`src/rtl/bar_pkg.sv`:
```
package bar_pkg;

    typedef enum logic [1:0] {
        DEC_OFF   = 2'd0,
        DEC_UNSET = 2'd1,
        DEC_ARMED = 2'd2
    } dec_state_e;

    function automatic logic [3:0] attr_bits(input bit prefetch);
        return {prefetch, 2'b00, 1'b0};
    endfunction

endpackage

```
`src/rtl/cfg_cmd_reg.sv`:
```
module cfg_cmd_reg #(
    parameter int unsigned DW_AW     = 6,
    parameter int unsigned DATA_W    = 32,
    parameter int unsigned CMD_DWORD = 1
) (
    input  logic              clk,
    input  logic              rst_n,
    input  logic              soft_clr,
    input  logic              wr,
    input  logic [DW_AW-1:0]  addr,
    input  logic [DATA_W/8-1:0] be,
    input  logic [DATA_W-1:0] wdata,
    output logic              mem_en_q,
    output logic              io_en_q,
    output logic              mem_en_d
);

    logic io_en_d;
    logic sel;
    logic unused_cmd;

    assign sel        = wr && (addr == DW_AW'(CMD_DWORD)) && be[0];
    assign unused_cmd = ^{be, wdata};

    always_comb begin
        mem_en_d = mem_en_q;
        io_en_d  = io_en_q;
        if (soft_clr) begin
            mem_en_d = 1'b0;
            io_en_d  = 1'b0;
        end else if (sel) begin
            mem_en_d = wdata[1];
            io_en_d  = wdata[0];
        end
    end

    always_ff @(posedge clk or negedge rst_n) begin
        if (!rst_n) begin
            mem_en_q <= 1'b0;
            io_en_q  <= 1'b0;
        end else begin
            mem_en_q <= mem_en_d;
            io_en_q  <= io_en_d;
        end
    end

endmodule

```
`src/rtl/cfg_base_reg.sv`:
```
module cfg_base_reg #(
    parameter int unsigned DW_AW      = 6,
    parameter int unsigned ADDR_W     = 32,
    parameter int unsigned SIZE_LOG2  = 12,
    parameter int unsigned BASE_DWORD = 4,
    parameter bit          PREFETCH   = 1'b1,
    localparam int unsigned BASE_W    = ADDR_W - SIZE_LOG2,
    localparam int unsigned NBYTES    = ADDR_W / 8
) (
    input  logic              clk,
    input  logic              rst_n,
    input  logic              soft_clr,
    input  logic              wr,
    input  logic [DW_AW-1:0]  addr,
    input  logic [NBYTES-1:0] be,
    input  logic [ADDR_W-1:0] wdata,
    output logic [BASE_W-1:0] base_q,
    output logic [BASE_W-1:0] base_d,
    output logic              base_nz_d,
    output logic [ADDR_W-1:0] read_word
);

    localparam logic [3:0] ATTR = bar_pkg::attr_bits(PREFETCH);

    logic              sel;
    logic [BASE_W-1:0] merged;
    logic              unused_base;

    assign sel         = wr && (addr == DW_AW'(BASE_DWORD));
    assign unused_base = ^{be, wdata};

    for (genvar i = 0; i < BASE_W; i++) begin : g_bit
        localparam int unsigned LANE = (i + SIZE_LOG2) / 8;
        assign merged[i] = be[LANE] ? wdata[i + SIZE_LOG2] : base_q[i];
    end

    always_comb begin
        base_d = base_q;
        if (soft_clr) begin
            base_d = '0;
        end else if (sel) begin
            base_d = merged;
        end
    end

    assign base_nz_d = |base_d;

    always_ff @(posedge clk or negedge rst_n) begin
        if (!rst_n) begin
            base_q <= '0;
        end else begin
            base_q <= base_d;
        end
    end

    assign read_word = {base_q, {(SIZE_LOG2-4){1'b0}}, ATTR};

endmodule

```
`src/rtl/addr_hit_fsm.sv`:
```
module addr_hit_fsm #(
    parameter int unsigned ADDR_W    = 32,
    parameter int unsigned SIZE_LOG2 = 12,
    localparam int unsigned BASE_W   = ADDR_W - SIZE_LOG2
) (
    input  logic              clk,
    input  logic              rst_n,
    input  logic              soft_clr,
    input  logic              mem_en_d,
    input  logic              base_nz_d,
    input  logic [BASE_W-1:0] base_q,
    input  logic              bus_valid,
    input  logic              bus_is_mem,
    input  logic [ADDR_W-1:0] bus_addr,
    output logic              hit
);

    import bar_pkg::*;

    dec_state_e state_q;
    dec_state_e state_d;
    logic       hit_d;
    logic       unused_low;

    assign unused_low = ^bus_addr[SIZE_LOG2-1:0];

    // next state follows the next-cycle register values
    always_comb begin
        state_d = state_q;
        unique case (state_q)
            DEC_OFF: begin
                if (mem_en_d) state_d = base_nz_d ? DEC_ARMED : DEC_UNSET;
            end
            DEC_UNSET: begin
                if (!mem_en_d)     state_d = DEC_OFF;
                else if (base_nz_d) state_d = DEC_ARMED;
            end
            DEC_ARMED: begin
                if (!mem_en_d)      state_d = DEC_OFF;
                else if (!base_nz_d) state_d = DEC_UNSET;
            end
            default: state_d = DEC_OFF;
        endcase
    end

    always_ff @(posedge clk or negedge rst_n) begin
        if (!rst_n) state_q <= DEC_OFF;
        else        state_q <= state_d;
    end

    // output process
    always_comb begin
        hit_d = 1'b0;
        unique case (state_q)
            DEC_ARMED: hit_d = bus_valid && bus_is_mem &&
                               (bus_addr[ADDR_W-1:SIZE_LOG2] == base_q);
            default:   hit_d = 1'b0;
        endcase
    end

    always_ff @(posedge clk or negedge rst_n) begin
        if (!rst_n)        hit <= 1'b0;
        else if (soft_clr) hit <= 1'b0;
        else               hit <= hit_d;
    end

endmodule

```
`src/rtl/bar_decoder_top.sv`:
```
module bar_decoder_top #(
    parameter int unsigned DW_AW      = 6,
    parameter int unsigned ADDR_W     = 32,
    parameter int unsigned SIZE_LOG2  = 12,
    parameter int unsigned CMD_DWORD  = 1,
    parameter int unsigned BASE_DWORD = 4,
    parameter bit          PREFETCH   = 1'b1,
    localparam int unsigned BASE_W    = ADDR_W - SIZE_LOG2,
    localparam int unsigned NBYTES    = ADDR_W / 8
) (
    input  logic              clk,
    input  logic              rst_n,
    input  logic              soft_clr,
    input  logic              cfg_wr,
    input  logic              cfg_rd,
    input  logic [DW_AW-1:0]  cfg_addr,
    input  logic [NBYTES-1:0] cfg_be,
    input  logic [ADDR_W-1:0] cfg_wdata,
    output logic [ADDR_W-1:0] cfg_rdata,
    input  logic              bus_valid,
    input  logic              bus_is_mem,
    input  logic [ADDR_W-1:0] bus_addr,
    output logic              hit
);

    logic              mem_en_q;
    logic              io_en_q;
    logic              mem_en_d;
    logic [BASE_W-1:0] base_q;
    logic [BASE_W-1:0] base_d;
    logic              base_nz_d;
    logic              base_nz;
    logic [ADDR_W-1:0] bar_word;
    logic [ADDR_W-1:0] rd_mux;
    logic              unused_top;

    assign base_nz    = |base_q;
    assign unused_top = ^base_d;

    cfg_cmd_reg #(
        .DW_AW(DW_AW), .DATA_W(ADDR_W), .CMD_DWORD(CMD_DWORD)
    ) i_cmd (
        .clk(clk), .rst_n(rst_n), .soft_clr(soft_clr), .wr(cfg_wr),
        .addr(cfg_addr), .be(cfg_be), .wdata(cfg_wdata),
        .mem_en_q(mem_en_q), .io_en_q(io_en_q), .mem_en_d(mem_en_d)
    );

    cfg_base_reg #(
        .DW_AW(DW_AW), .ADDR_W(ADDR_W), .SIZE_LOG2(SIZE_LOG2),
        .BASE_DWORD(BASE_DWORD), .PREFETCH(PREFETCH)
    ) i_base (
        .clk(clk), .rst_n(rst_n), .soft_clr(soft_clr), .wr(cfg_wr),
        .addr(cfg_addr), .be(cfg_be), .wdata(cfg_wdata),
        .base_q(base_q), .base_d(base_d), .base_nz_d(base_nz_d),
        .read_word(bar_word)
    );

    addr_hit_fsm #(
        .ADDR_W(ADDR_W), .SIZE_LOG2(SIZE_LOG2)
    ) i_fsm (
        .clk(clk), .rst_n(rst_n), .soft_clr(soft_clr),
        .mem_en_d(mem_en_d), .base_nz_d(base_nz_d), .base_q(base_q),
        .bus_valid(bus_valid), .bus_is_mem(bus_is_mem), .bus_addr(bus_addr),
        .hit(hit)
    );

    always_comb begin
        rd_mux = '0;
        if (cfg_addr == DW_AW'(CMD_DWORD)) begin
            rd_mux = {{(ADDR_W-2){1'b0}}, mem_en_q, io_en_q};
        end else if (cfg_addr == DW_AW'(BASE_DWORD)) begin
            rd_mux = bar_word;
        end
    end

    always_ff @(posedge clk or negedge rst_n) begin
        if (!rst_n)      cfg_rdata <= '0;
        else if (cfg_rd) cfg_rdata <= rd_mux;
        else             cfg_rdata <= '0;
    end

endmodule

```
`config.mk`:
```
export PLATFORM = sky130hd
export DESIGN_NAME = bar_decoder_top
export DESIGN_NICKNAME = d
export VERILOG_FILES = /design/src/rtl/bar_pkg.sv /design/src/rtl/cfg_cmd_reg.sv /design/src/rtl/cfg_base_reg.sv /design/src/rtl/addr_hit_fsm.sv /design/src/rtl/bar_decoder_top.sv
export SDC_FILE = /design/constraint.sdc
export NUM_CORES = 1
export LEC_CHECK = 0
export BUFFER_PORTS_ARGS = -buffer_cell sky130_fd_sc_hd__buf_2
export CAP_MARGIN = 20
export CORE_ASPECT_RATIO = 0.9
export CORE_UTILIZATION = 25
export DETAILED_ROUTE_END_ITERATION = 12
export PLACE_DENSITY = 0.48
export SKIP_LAST_GASP = 1
export SLEW_MARGIN = 25
export SYNTH_ARGS = -nofsm -noshare
export SYNTH_HDL_FRONTEND = slang
export SYNTH_HIERARCHICAL = 1
export SYNTH_SLANG_ARGS = --single-unit
```
`constraint.sdc`:
```
create_clock -name clk -period 1.5 [get_ports clk]
set_input_delay 0.225 -clock clk [delete_from_list [all_inputs] [get_ports clk]]
set_output_delay 0.225 -clock clk [all_outputs]
set_load 0.02 [all_outputs]
```
==> results by stage, run 1 <==
Final layout:
- The net count reported at finish is 501.
- In the final layout, the share of cells above drive strength 1 is 0.475.
- The filler cells instantiated in the layout total 1287.
- The number of antenna diodes in the final layout is 0.
- At the end of the flow the core is filled with cells to 0.350.
- The signed area change from the synthesized netlist to the final layout is 33.6%.

Setup path:
- The startpoint identified for the worst register-to-register timing path is i_base/base_q[5].
- The critical path data required time is 1.71 ns.
- The critical path startpoint category is a flop.
- The signal on the critical path passes through or4_4 -> nor2_2 -> mux2_4 -> a41oi_2 -> and3_1.
- The number of cells on the worst reg-to-reg path is 5.
- Together, buffers and inverters on the worst path number 0.
- Across all register-to-register paths, the minimum setup slack is -0.1 ns.
- Data arrives at the worst endpoint at 1.81 ns.
- The endpoint identified for the worst register-to-register timing path is i_fsm/state_q[1].
- The slowest stage of the critical path belongs to the cell sky130_fd_sc_hd__or4_4.
- The worst setup path category is reg -> reg.
- The category of the worst setup path capture point is a flop.
- Broken down by cell family, the worst path's largest delay share belongs to simple AND/OR/NAND/NOR gates.
- On the worst path, the slowest cell contributes a delay of 0.54 ns.
- Along the worst path, the maximum fanout reaches 2.

Floorplan:
- The die boundary width is 121 um.
- The core region is 0.0123 sq mm.
- The count of standard-cell rows is 38.
- The starting utilization of the core area is 0.262.
- The top-level I/O count is 114.
- The overall die area is 0.0133 sq mm.
- The die is 109 um tall.

STA:
- The upper clock frequency limit is 0.626 GHz.
- The final clock period utilization by the worst path is 1.07.
- Once routing completed, OpenROAD measured the worst setup slack at -0.0980 ns.
- Setup repair after global routing could not meet its margin everywhere.
- The total count of max-transition violations in the final report is 0.
- The final clock skew is 0.00804 ns.
- The total of endpoints with negative setup slack in the final report is 1.
- The accumulated negative setup slack is -0.0980 ns.
- The minimum clock period is 1.60 ns.
- The final hold violation count is 0.

Placed design:
- The final HPWL from detailed placement is 6.76 mm.
- The count of input and output buffers is 91.
- The final weighted congestion in routability-driven placement is 0.825.

Clock network:
- The clock tree from TritonCTS is built.
- The number of post-CTS setup repair buffers is 0.
- In this run, CTS created clock tree buffers numbering 9.
- After clock tree synthesis, the clock-pin slew on the worst setup and hold paths is 0.05 ns.
- The cell at the root of the clock tree is sky130_fd_sc_hd__clkbuf_16.
- The total clock sinks is 57.
- The H-tree was split into 3 levels.
- The buffer depth of the longest clock path is 2.
- At the later pin of the worst-skew pair, clock insertion delay measures 0.32 ns.

Global route:
- For this run the aggregate overflow at the end of global routing stands at 0.
- The first-pass GRT wire length is 13.6 mm.
- In the global route stage, overall resource usage came out at 0.138.
- The number of antenna violations at the first check in global routing is 0.
- The number of global-route vias before repair came to 2631.
- The maximum number of pins on one net before global-route repair is 58.

Run status:
- The checks that failed: setup timing.
- The flow ran to the end, but the final reports show violations.

Yosys:
- For this run, the leading register cell type out of synthesis is sky130_fd_sc_hd__dfrtp_1.
- In this run, synthesis produced a sequential element count of 57.
- The average size of a mapped cell is 10.5 sq um.
- The total standard cell area after synthesis is 0.00321 sq mm.
- The post-synthesis instance total is 306.
- The share of synthesized registers carrying an async set or reset is 1.00.
- Of the synthesized area, sequential elements account for 0.444.
- During synthesis, Yosys emitted a total of 6 warnings.
- The number of synthesized flops with an enable pin is 0.
- Counting distinct cell types in the post-synthesis netlist gives 45.

Detailed routing:
- The via count is 2449.
- The DRC violation total after the first TritonRoute iteration is 142.
- The routed wire length per instance is 14.7 um.
- The detail route stage leaves a number of antenna-violating nets equal to 0.
- In the routed layout, each cell is associated on average with a via count of 4.19.
- The post-detailed-routing wire length is 8.58 mm.
- The number of iterations in the first detailed-routing pass is 4.
- The number of remaining DRC errors is 0.

Power:
- The static leakage is 2.00 nW.
- The power per standard cell area is 911 mW/mm^2.
- The worst IR drop on VDD is 0.000587 V.

Run:
- The tool flagged a number of max-cap violations equal to 0.

Min path:
- The startpoint of the lowest-slack hold path is cfg_wdata[16].
- The number of cells traversed by the worst hold path is 3.
- The terminating pin of the worst hold path is i_base/base_q[4].
- The path category of the worst min-delay check is in -> reg.
[kinds of logic (layout without fill, tap and decap cells)]
logic type / after synthesis / after routing / synth area share
DFF: 57 / 57 / 0.444
muxes: 7 / 7 / 0.0234
xor gates and xnor gates: 20 / 20 / 0.0546
other: 2 / 12 / 0.00234
AOI/OAI and AO/OA: 27 / 27 / 0.0526
buffers and inverters: 76 / 185 / 0.145
and+or+nand+nor: 117 / 117 / 0.278
[state kept, by name, indices dropped and copies added, names as in the netlist]
signal          flops
i_fsm/state_q       2
i_base/base_q      20
i_cmd/mem_en_q      1
i_fsm/hit           1
cfg_rdata          32
i_cmd/io_en_q       1
[worst max-delay path by stage]
stage | slack [ns] | depth (start not counted) | to | from
global route | -0.14 | 5 | i_fsm/state_q[1] | i_base/base_q[5]
global placement | -0.27 | 6 | i_fsm/state_q[1] | cfg_addr[1]
detailed placement | -0.36 | 6 | i_fsm/state_q[1] | cfg_addr[1]
CTS | -0.11 | 5 | i_fsm/state_q[1] | i_base/base_q[7]
finish | -0.1 | 5 | i_fsm/state_q[1] | i_base/base_q[5]
floorplan | -0.20 | 6 | i_fsm/state_q[1] | cfg_addr[3]
[area by class of cell]
cell class,instances,area (sq um),area share
clock buffer,10,239,0.0557
clock inverter,6,57.6,0.0134
inverter,30,113,0.0263
multi-input combinational,183,1400,0.326
sequential,57,1430,0.333
tap,160,200,0.0467
timing repair buffer,139,856,0.200
[report_power, final]
group	internal (W)	switching, W	total, W
clock network	0.00131	0.000690	0.00200
registers	0.00154	0.00000123	0.00154
logic	0.000149	0.000210	0.000359
total	0.00301	0.000900	0.00391
[cells in the final DEF, fill, tap and decap left out, types with 2 or more instances in the layout]
cell type / Yosys / routed
sky130_fd_sc_hd__buf_2: 1 / 91
sky130_fd_sc_hd__dfrtp_1: 57 / 57
sky130_fd_sc_hd__buf_4: 32 / 44
sky130_fd_sc_hd__nand2_1: 35 / 35
sky130_fd_sc_hd__inv_1: 30 / 30
sky130_fd_sc_hd__nor4_2: 26 / 30
sky130_fd_sc_hd__a21oi_1: 16 / 16
sky130_fd_sc_hd__xor2_1: 16 / 16
sky130_fd_sc_hd__conb_1: 2 / 12
sky130_fd_sc_hd__clkbuf_16: 0 / 9
sky130_fd_sc_hd__nor2_1: 9 / 8
sky130_fd_sc_hd__nor4_1: 11 / 7
sky130_fd_sc_hd__nand4_1: 6 / 6
sky130_fd_sc_hd__mux2i_1: 6 / 5
sky130_fd_sc_hd__nand3b_1: 4 / 4
sky130_fd_sc_hd__clkinv_2: 0 / 4
sky130_fd_sc_hd__nand2b_1: 5 / 4
sky130_fd_sc_hd__xnor2_1: 4 / 4
sky130_fd_sc_hd__nor4_4: 3 / 3
sky130_fd_sc_hd__buf_12: 2 / 3
sky130_fd_sc_hd__a211oi_1: 2 / 2
sky130_fd_sc_hd__nand3_1: 2 / 2
sky130_fd_sc_hd__and3_1: 2 / 2
sky130_fd_sc_hd__or4bb_1: 2 / 2
sky130_fd_sc_hd__o21ai_1: 1 / 2
[Yosys cell counts, types with 4 or more instances]
cell / instances / area, sq um
sky130_fd_sc_hd__nor2_1: 9 / 33.8
sky130_fd_sc_hd__inv_1: 30 / 113
sky130_fd_sc_hd__nand4_1: 6 / 37.5
sky130_fd_sc_hd__nor4_2: 26 / 325
sky130_fd_sc_hd__xor2_1: 16 / 140
sky130_fd_sc_hd__nor4_1: 11 / 68.8
sky130_fd_sc_hd__nand2_1: 35 / 131
sky130_fd_sc_hd__nand3b_1: 4 / 30.0
sky130_fd_sc_hd__dfrtp_1: 57 / 1430
sky130_fd_sc_hd__mux2i_1: 6 / 60.1
sky130_fd_sc_hd__buf_4: 32 / 240
sky130_fd_sc_hd__xnor2_1: 4 / 35.0
sky130_fd_sc_hd__a21oi_1: 16 / 80.1
sky130_fd_sc_hd__nand2b_1: 5 / 31.3
sky130_fd_sc_hd__clkbuf_1: 5 / 18.8
[worst register-to-register path, delay by kind of cell (launching register included)]
kind / cells / cell delay [ns]
DFF: 1 / 0.37
AOI/OAI and AO/OA: 1 / 0.12
and+or+nand+nor: 3 / 0.85
muxes: 1 / 0.16
[metal layers]
metal | share of wire | track usage
met5 | 0 | 0
met4 | 0.010 | 0.0370
met3 | 0.063 | 0.0368
met2 | 0.47 | 0.227
met1 | 0.46 | 0.179
[per-stage QoR]
stage / area (sq um) / std cells / hold slack, ns / setup WS [ns] / power (W)
4_1_cts: 4260 / 585 / 0.140 / -0.110 / 0.00395
2_1_floorplan: 3250 / 316 / -0.0706 / -0.200 / 0.00172
5_1_grt: 4290 / 585 / 0.152 / -0.139 / 0.00406
6_report: 4290 / 585 / 0.148 / -0.0980 / 0.00391
3_3_place_gp: 3940 / 568 / 0.253 / -0.274 / 0.00192
3_5_place_dp: 3940 / 568 / 0.255 / -0.364 / 0.00192
[repair_timing]
| item | CTS | global route |
|---|---|---|
| pin swaps | 2 | 3 |
| hold endpoints to repair | 57 | 0 |
| hold buffers | 1 | 0 |
| resized for setup | 3 | 6 |
| setup endpoints to repair | 2 | 3 |
No activity file was read; power rests on OpenSTA's default activity.
==> inputs of run 2 (changes only) <==
Settings changed: PLACE_DENSITY 0.48 to 0.52, SYNTH_HIERARCHICAL 1 to default.
==> run 2 against run 1 <==
Effect of this change:
- the run still ends with setup timing left
- routed wire length decreased by 23%
- clock skew decreased by 0.0014 ns
- register-to-register slack got worse by 0.03 ns
==> results by stage, run 2 <==
Final layout:
- The net count reported at finish is 425 (-15%).
- The signed area change from the synthesized netlist to the final layout is 51.0%.
- The number of inserted diodes is 0 (unchanged).
- The layout cell share with drive strength beyond 1 is 0.475 (about the same).
- The largest registers in the layout are cfg_rdata: 23 flops, i_base.base_q: 20 flops, i_fsm.state_q: 2 flops.
- The number of flip-flops under the largest register name is 23 (-28%).
- The register bank with the most flops is cfg_rdata.
- The filler cell count was 922 (-28%).
- Leaving out fill and tap cells, the most frequent cell in the layout is sky130_fd_sc_hd__buf_2.
- The post-layout utilization of the core is 0.394 (+0.0445).
- The library cells used most frequently in the layout, excluding fill and tap cells, are 79 x sky130_fd_sc_hd__buf_2, 48 x sky130_fd_sc_hd__dfrtp_1, 45 x sky130_fd_sc_hd__buf_4, 21 x sky130_fd_sc_hd__and2_1, 16 x sky130_fd_sc_hd__xor2_1.

Clock network:
- The deepest level of the CTS H-tree is 2 (-1).
- CTS placed an instance of sky130_fd_sc_hd__clkbuf_8 at the clock tree root.
- The clock slew at the register clock pins of the worst setup and hold paths is 0.10 ns (+0.05 ns).
- The buffer depth of the longest clock path was 2 (unchanged).
- The clock network latency to the later pin of the worst-skew pair is 0.31 ns (about the same).
- The number of buffers created by CTS is 5 (-4).
- The clock tree from TritonCTS is built.
- The total clock sinks is 48 (-16%).

Detailed routing:
- The remaining number of nets flagged by the antenna check after routing is 0 (unchanged).
- The post-detailed-routing wire length is 6.64 mm (-23%).
- The DRC violation total after the first TritonRoute iteration is 71 (-50%).
- The routed wire length per instance is 14.3 um (-2.5%).
- The number of iterations in the first detailed-routing pass is 4 (unchanged).
- The number of remaining DRC errors is 0 (unchanged).
- The via count is 2015 (-18%).
- The via density per instance was 4.34 (+3.7%).

Yosys:
- The area share of and/or/nand/nor cells after synthesis is 0.216 (-0.0618).
- By count the netlist is led by 48 x sky130_fd_sc_hd__dfrtp_1, 21 x sky130_fd_sc_hd__and2_1, 18 x sky130_fd_sc_hd__a21oi_1, 16 x sky130_fd_sc_hd__xor2_1, 14 x sky130_fd_sc_hd__o21ai_0.
- The post-synthesis instance total was 211 (-31%).
- The post-synthesis adder-cell area fraction is 0 (unchanged).
- The cell accounting for the most synthesized area is sky130_fd_sc_hd__dfrtp_1.
- In the post-synthesis netlist, the biggest area contributors are sky130_fd_sc_hd__dfrtp_1 53%, sky130_fd_sc_hd__xor2_1 6.2%, sky130_fd_sc_hd__and2_1 5.8%, sky130_fd_sc_hd__a21oi_1 4.0%, sky130_fd_sc_hd__o21ai_0 3.1%.
- The share of synthesized area spent on multiplexers is 0.0315 (+0.00807).
- The xor and xnor fraction of the mapped netlist area is 0.0773 (+0.0227).
- The number of synthesized flops with an enable pin is 0 (unchanged).
- The count of unique library cells instantiated by Yosys is 36 (-20%).
- The total standard cell area after synthesis is 0.00227 sq mm (-29%).
- The count of state elements after synthesis is 48 (-16%).
- The most frequent cell after synthesis is sky130_fd_sc_hd__dfrtp_1.
- The main flop type after synthesis is sky130_fd_sc_hd__dfrtp_1.
- The share of synthesized registers carrying an async set or reset is 1.00 (unchanged).
- The largest family of logic cells by synthesized area is simple AND/OR/NAND/NOR gates.
- The average size of a mapped cell is 10.7 sq um (+2.4%).
- The portion of the post-synthesis area used by sequential elements is 0.530 (+0.0854).
- The proportion of netlist area held by the largest area contributor is 0.530 (+0.0854).
- The number of warning messages in the yosys log is 0 (-6).
- The area fraction in compound gates after synthesis is 0.0938 (+0.0412).

Global route:
- The first-pass GRT wire length came to 10.4 mm (-24%).
- The overflow left after global routing is 0 (unchanged).
- The maximum number of pins on one net before global-route repair came to 49 (-16%).
- The number of antenna violations at the first check in global routing is 0 (unchanged).
- The all-layer global routing usage was 0.148 (+0.00948).
- The number of global-route vias before repair is 2015 (-23%).

Setup path:
- The critical path data required time is 1.71 ns (about the same).
- The worst setup path category is in -> reg.
- The maximum fanout along the worst path is 5 (+3).
- Traced cell by cell, the critical path runs through buf_6 -> or4_4 -> o21ai_2 -> a21oi_2 -> a2111oi_2 -> nand4_1 -> nor4b_2.
- The master of the slowest instance on the critical path is sky130_fd_sc_hd__or4_4.
- The critical path data arrival time is 1.97 ns (+0.16 ns).
- STA classifies the critical path endpoint as a flop.
- The critical path startpoint category is an input port.
- The stage delay of the slowest cell on the critical path came to 0.62 ns (+0.08 ns).
- The reg-to-reg setup timing slack is -0.13 ns (-0.03 ns).

Power:
- The power per standard cell area is 743 mW/mm^2 (-18%).
- The worst IR drop on VDD was 0.000384 V (-35%).
- The static leakage is 1.78 nW (-11%).
- The total design power is 0.00255 W (-35%).

STA:
- The final hold violation count came to 0 (unchanged).
- The total count of max-transition violations in the final report was 0 (unchanged).
- The total of endpoints with negative setup slack in the final report is 4 (+3).
- The accumulated negative setup slack was -0.624 ns (-0.526 ns).
- The worst hold slack came to 0.160 ns (+0.0127 ns).
- The setup slack after layout is -0.253 ns (-0.155 ns).
- The final clock skew was 0.00668 ns (-0.00136 ns).
- Setup repair after global routing could not meet its margin everywhere.
- The final clock period utilization by the worst path came to 1.17 (+0.103).
- The upper clock frequency limit is 0.570 GHz (-8.9%).
- The minimum clock period is 1.75 ns (+0.155 ns).

Floorplan:
- The core area came to 0.00869 sq mm (-29%).
- The top-level I/O count came to 114 (unchanged).
- The starting utilization of the core area is 0.261 (-0.000683).
- The overall die area is 0.00945 sq mm (-29%).
- The height of the die is 92.3 um (-16%).
- The count of standard-cell rows is 32 (-16%).
- The die boundary width is 102 um (-16%).

Placed design:
- The post-placement setup slack came to -0.703 ns (-0.340 ns).
- The final HPWL from detailed placement is 5.06 mm (-25%).
- The count of input and output buffers is 82 (-9.9%).
- The final weighted congestion in routability-driven placement is 0.800 (-3.0%).

Run status:
- The checks that failed: setup timing.
- The flow ran to the end, but the final reports show violations.

Run:
- The max capacitance violation total is 0 (unchanged).

Min path:
- The path category of the worst min-delay check is in -> reg.
==> run 2: report_power, final <==
part           leakage, nW  switching [W]  internal (W)
clock               0.0541       0.000466      0.000494
combinational         1.05       0.000156      0.000134
sequential           0.671    0.000000993       0.00129
==> run 2: kinds of logic after synthesis <==
kind of cell              count (synthesis)
other                                     1
buffers and inverters                    19
AOI/OAI and AO/OA                        37
and+or+nand+nor                          79
muxes                                     7
DFF                                      48
xor gates and xnor gates                 20
==> run 2: worst max-delay path, delay by kind of cell <==
family / cells / cell delay, ns
AND/OR/NAND/NOR: 3 / 1.06
AO/OA/AOI/OAI: 3 / 0.57
buffers and inverters: 1 / 0.10
==> run 2: layout make-up <==
cell class | count | area, sq um | area share
clock buffer | 5 | 68.8 | 0.0201
clock inverter | 3 | 42.5 | 0.0124
inverter | 1 | 3.75 | 0.00110
multi-input combinational | 153 | 1070 | 0.313
sequential | 48 | 1200 | 0.351
tap | 119 | 149 | 0.0435
timing repair buffer | 135 | 886 | 0.259
==> run 2: metrics by stage <==
stage          instances  cell area, sq um
6_report             464              3420
4_1_cts              464              3380
5_1_grt              464              3420
3_5_place_dp         450              3170
2_1_floorplan        219              2330
3_3_place_gp         450              3170
==> run 2: timing repair <==
item | CTS | global route
endpoints found under the setup margin | 5 | 5
gates cloned | 1 | 0
endpoints found under the hold margin | 48 | 0
hold buffers | 1 | 0
pin swaps | 13 | 4
buffers inserted | 4 | 0
gates resized for setup | 21 | 10
==> run 2: final timing paths <==
kind,start,to,cells past startpoint
max,cfg_addr[1],i_fsm.state_q[0],7
min,cfg_wdata[30],i_base.base_q[18],3
max reg2reg,i_base.base_q[16],i_fsm.state_q[0],6
min reg2reg,i_cmd.io_en_q,cfg_rdata[0],1
max in group asynchronous,rst_n,i_base.base_q[7],3
min in group asynchronous,rst_n,cfg_rdata[28],3
==> run 2: layer usage <==
| metal | global-route usage | up-vias | wire length (um) | share of wire |
|---|---|---|---|---|
| li1 | - | 985 | - | - |
| met1 | 0.208 | 948 | 3160 | 0.48 |
| met2 | 0.232 | 74 | 3040 | 0.46 |
| met3 | 0.0317 | 8 | 376 | 0.057 |
| met4 | 0.0321 | 0 | 58 | 0.0087 |
| met5 | 0 | - | 0 | 0 |
==> inputs of run 3 (changes only) <==
Settings changed: PLACE_DENSITY 0.52 to 0.62.
==> run 3 against run 2 <==
Effect of this change:
- the run still ends with setup timing left
- sequential cell count unchanged
- design area down 3.1%
- global-route usage decreased by 0.37 points
- clock skew fell by 0.0014 ns
- via count is 2.2% lower
- first-iteration DRC count rose by 5.6%
- setup slack worse by 0.080 ns
- clock power is essentially flat
- highest routed layer unchanged
==> results by stage, run 3 (synthesis gave the netlist of run 2 again) <==
Detailed routing:
- The post-detailed-routing wire length is 6.57 mm (-0.96%).
- The routed wire length per instance was 14.5 um (+1.7%).
- The number of iterations in the first detailed-routing pass is 4 (unchanged).
- The number of remaining DRC errors is 0 (unchanged).
- The via density per instance came to 4.36 (+0.36%).
- The via count is 1970 (-2.2%).
- The DRC violation total after the first TritonRoute iteration was 75 (+5.6%).
- The remaining number of nets flagged by the antenna check after routing is 0 (unchanged).

Floorplan:
- The overall die area is 0.00945 sq mm (unchanged).
- The count of standard-cell rows is 32 (unchanged).
- The core area is 0.00869 sq mm (unchanged).
- The height of the die is 92.3 um (unchanged).
- The top-level I/O count was 114 (unchanged).
- The starting utilization of the core area is 0.261 (unchanged).
- The die boundary width is 102 um (unchanged).

Global route:
- The met3 track demand over resource in global routing is 0.0347 (+0.00302).
- The overflow left after global routing was 0 (unchanged).
- The number of antenna violations at the first check in global routing is 0 (unchanged).
- The all-layer global routing usage is 0.144 (-0.00365).
- The number of global-route vias before repair is 1928 (-4.3%).
- The fraction of met2 tracks used by global routing is 0.228 (-0.00391).
- The maximum number of pins on one net before global-route repair came to 49 (unchanged).
- The layer flagged by global routing as most heavily used is met2.
- The fraction of met1 tracks used by global routing was 0.201 (-0.00648).
- The first-pass GRT wire length was 10.0 mm (-3.1%).

Clock network:
- TritonCTS built the clock tree.
- The clock slew at the register clock pins of the worst setup and hold paths is 0.09 ns (about the same).
- The deepest level of the CTS H-tree is 2 (unchanged).
- The number of buffers created by CTS is 5 (unchanged).
- The tree is rooted in a sky130_fd_sc_hd__clkbuf_8.
- The buffer depth of the longest clock path is 2 (unchanged).
- The clock network latency to the later pin of the worst-skew pair is 0.30 ns (about the same).
- The total clock sinks is 48 (unchanged).

Run:
- The max capacitance violation total is 0 (unchanged).

Power:
- The power per standard cell area is 762 mW/mm^2 (+2.5%).
- The worst IR drop on VDD came to 0.000365 V (-5.2%).
- The static leakage is 1.72 nW (-3.0%).

Final layout:
- The largest registers in the layout are cfg_rdata: 23 flops, i_base.base_q: 20 flops, i_fsm.state_q: 2 flops.
- The final non-filler cell total is 452 (-2.6%).
- The layout cell share with drive strength beyond 1 was 0.441 (-0.0339).
- The number of inserted diodes is 0 (unchanged).
- Ranked by flip-flop count, first place goes to cfg_rdata.
- The number of flip-flops under the largest register name is 23 (unchanged).
- The net count reported at finish came to 413 (-2.8%).
- The signed area change from the synthesized netlist to the final layout is 46.3%.
- The most common cell after layout, fill and taps aside is sky130_fd_sc_hd__buf_2.
- The top cell types in the final layout, fill and taps aside, are 80 x sky130_fd_sc_hd__buf_2, 48 x sky130_fd_sc_hd__dfrtp_1, 34 x sky130_fd_sc_hd__buf_4, 21 x sky130_fd_sc_hd__and2_1, 17 x sky130_fd_sc_hd__a21oi_1.

Setup path:
- The critical path startpoint category is an input port.
- The critical path data arrival time is 2.05 ns (+0.08 ns).
- The worst setup path category is in -> reg.
- The critical path data required time is 1.71 ns (about the same).
- The maximum fanout along the worst path is 5 (unchanged).
- The category of the worst setup path capture point is a flop.

Run status:
- The final reports fail on setup timing.
- The run finished, with violations left.

STA:
- The accumulated negative setup slack is -0.813 ns (-0.189 ns).
- The minimum clock period is 1.83 ns (+0.0797 ns).
- The final clock skew was 0.00525 ns (-0.00144 ns).
- The upper clock frequency limit is 0.546 GHz (-4.4%).
- The setup slack after layout is -0.333 ns (-0.0797 ns).
- The total count of max-transition violations in the final report is 0 (unchanged).
- Setup repair after global routing could not meet its margin everywhere.
- The final hold violation count is 0 (unchanged).
- The total of endpoints with negative setup slack in the final report is 4 (unchanged).
- The final clock period utilization by the worst path is 1.22 (+0.0532).
- The worst hold slack is 0.153 ns (-0.00771 ns).

Placed design:
- The final weighted congestion in routability-driven placement is 0.825 (+3.1%).
- The count of input and output buffers is 82 (unchanged).
- The number of placed instances, taps included was 439 (-2.4%).
- The final HPWL from detailed placement is 5.03 mm (-0.52%).

Min path:
- The path class of the tightest hold or removal check is in -> reg.
==> run 3: per-layer routing <==
metal  vias up  wire length [um]
met4         0                36
li1        960                 -
met3         5               370
met2        75              3010
met5         -                 0
met1       930              3150
==> run 3: what timing repair did <==
item,4_1_cts,5_1_grt
resized for setup,20,3
pin swaps,13,8
buffers inserted,3,1
hold buffers,1,0
endpoints found under the hold margin,48,0
gates cloned,1,0
setup endpoints to repair,5,5
==> run 3: layout make-up <==
cell class	instances	area [sq um]
inverter	1	3.75
clock inverter	3	47.5
multi-input combinational	153	1060
tap	119	149
clock buffer	5	68.8
sequential	48	1200
fill	878	5370
timing repair buffer	123	790
==> run 3: worst max-delay path: stages <==
cell and delay [ns]:
sky130_fd_sc_hd__buf_8 0.10, sky130_fd_sc_hd__or4_4 0.61, sky130_fd_sc_hd__o21ai_2 0.18, sky130_fd_sc_hd__a21oi_2 0.08, sky130_fd_sc_hd__a2111oi_2 0.36, sky130_fd_sc_hd__nand4_1 0.22
sky130_fd_sc_hd__nor4b_2 0.25
==> run 3: path summary, 6_finish.rpt <==
check	start	end	slack [ns]	cells after the start
worst min-delay path	cfg_wdata[28]	i_base.base_q[16]	0.15	3
max in group asynchronous	rst_n	cfg_rdata[19]	0.83	3
worst min register to register	i_cmd.io_en_q	i_cmd.io_en_q	0.53	2
min in group asynchronous	rst_n	cfg_rdata[3]	0.43	3
worst max-delay path	cfg_addr[4]	i_fsm.state_q[0]	-0.33	7
worst max register to register	i_base.base_q[16]	i_fsm.state_q[0]	-0.06	6
==> run 3: report_power, final <==
group | switching [W] | internal, W | total (W)
clock | 0.000457 | 0.000502 | 0.000960
combinational | 0.000151 | 0.000120 | 0.000271
sequential | 0.00000111 | 0.00129 | 0.00130
==> run 3: stage by stage <==
step	worst slack (ns)	utilization	instance area (sq um)	power (W)
floorplan	-0.456	-	2330	0.00142
detailed placement	-0.742	0.356	3090	0.00158
finish	-0.333	0.382	3320	0.00253
CTS	-0.291	0.381	3310	0.00255
global placement	-0.637	0.356	3090	0.00157
global route	-0.412	0.382	3320	0.00263
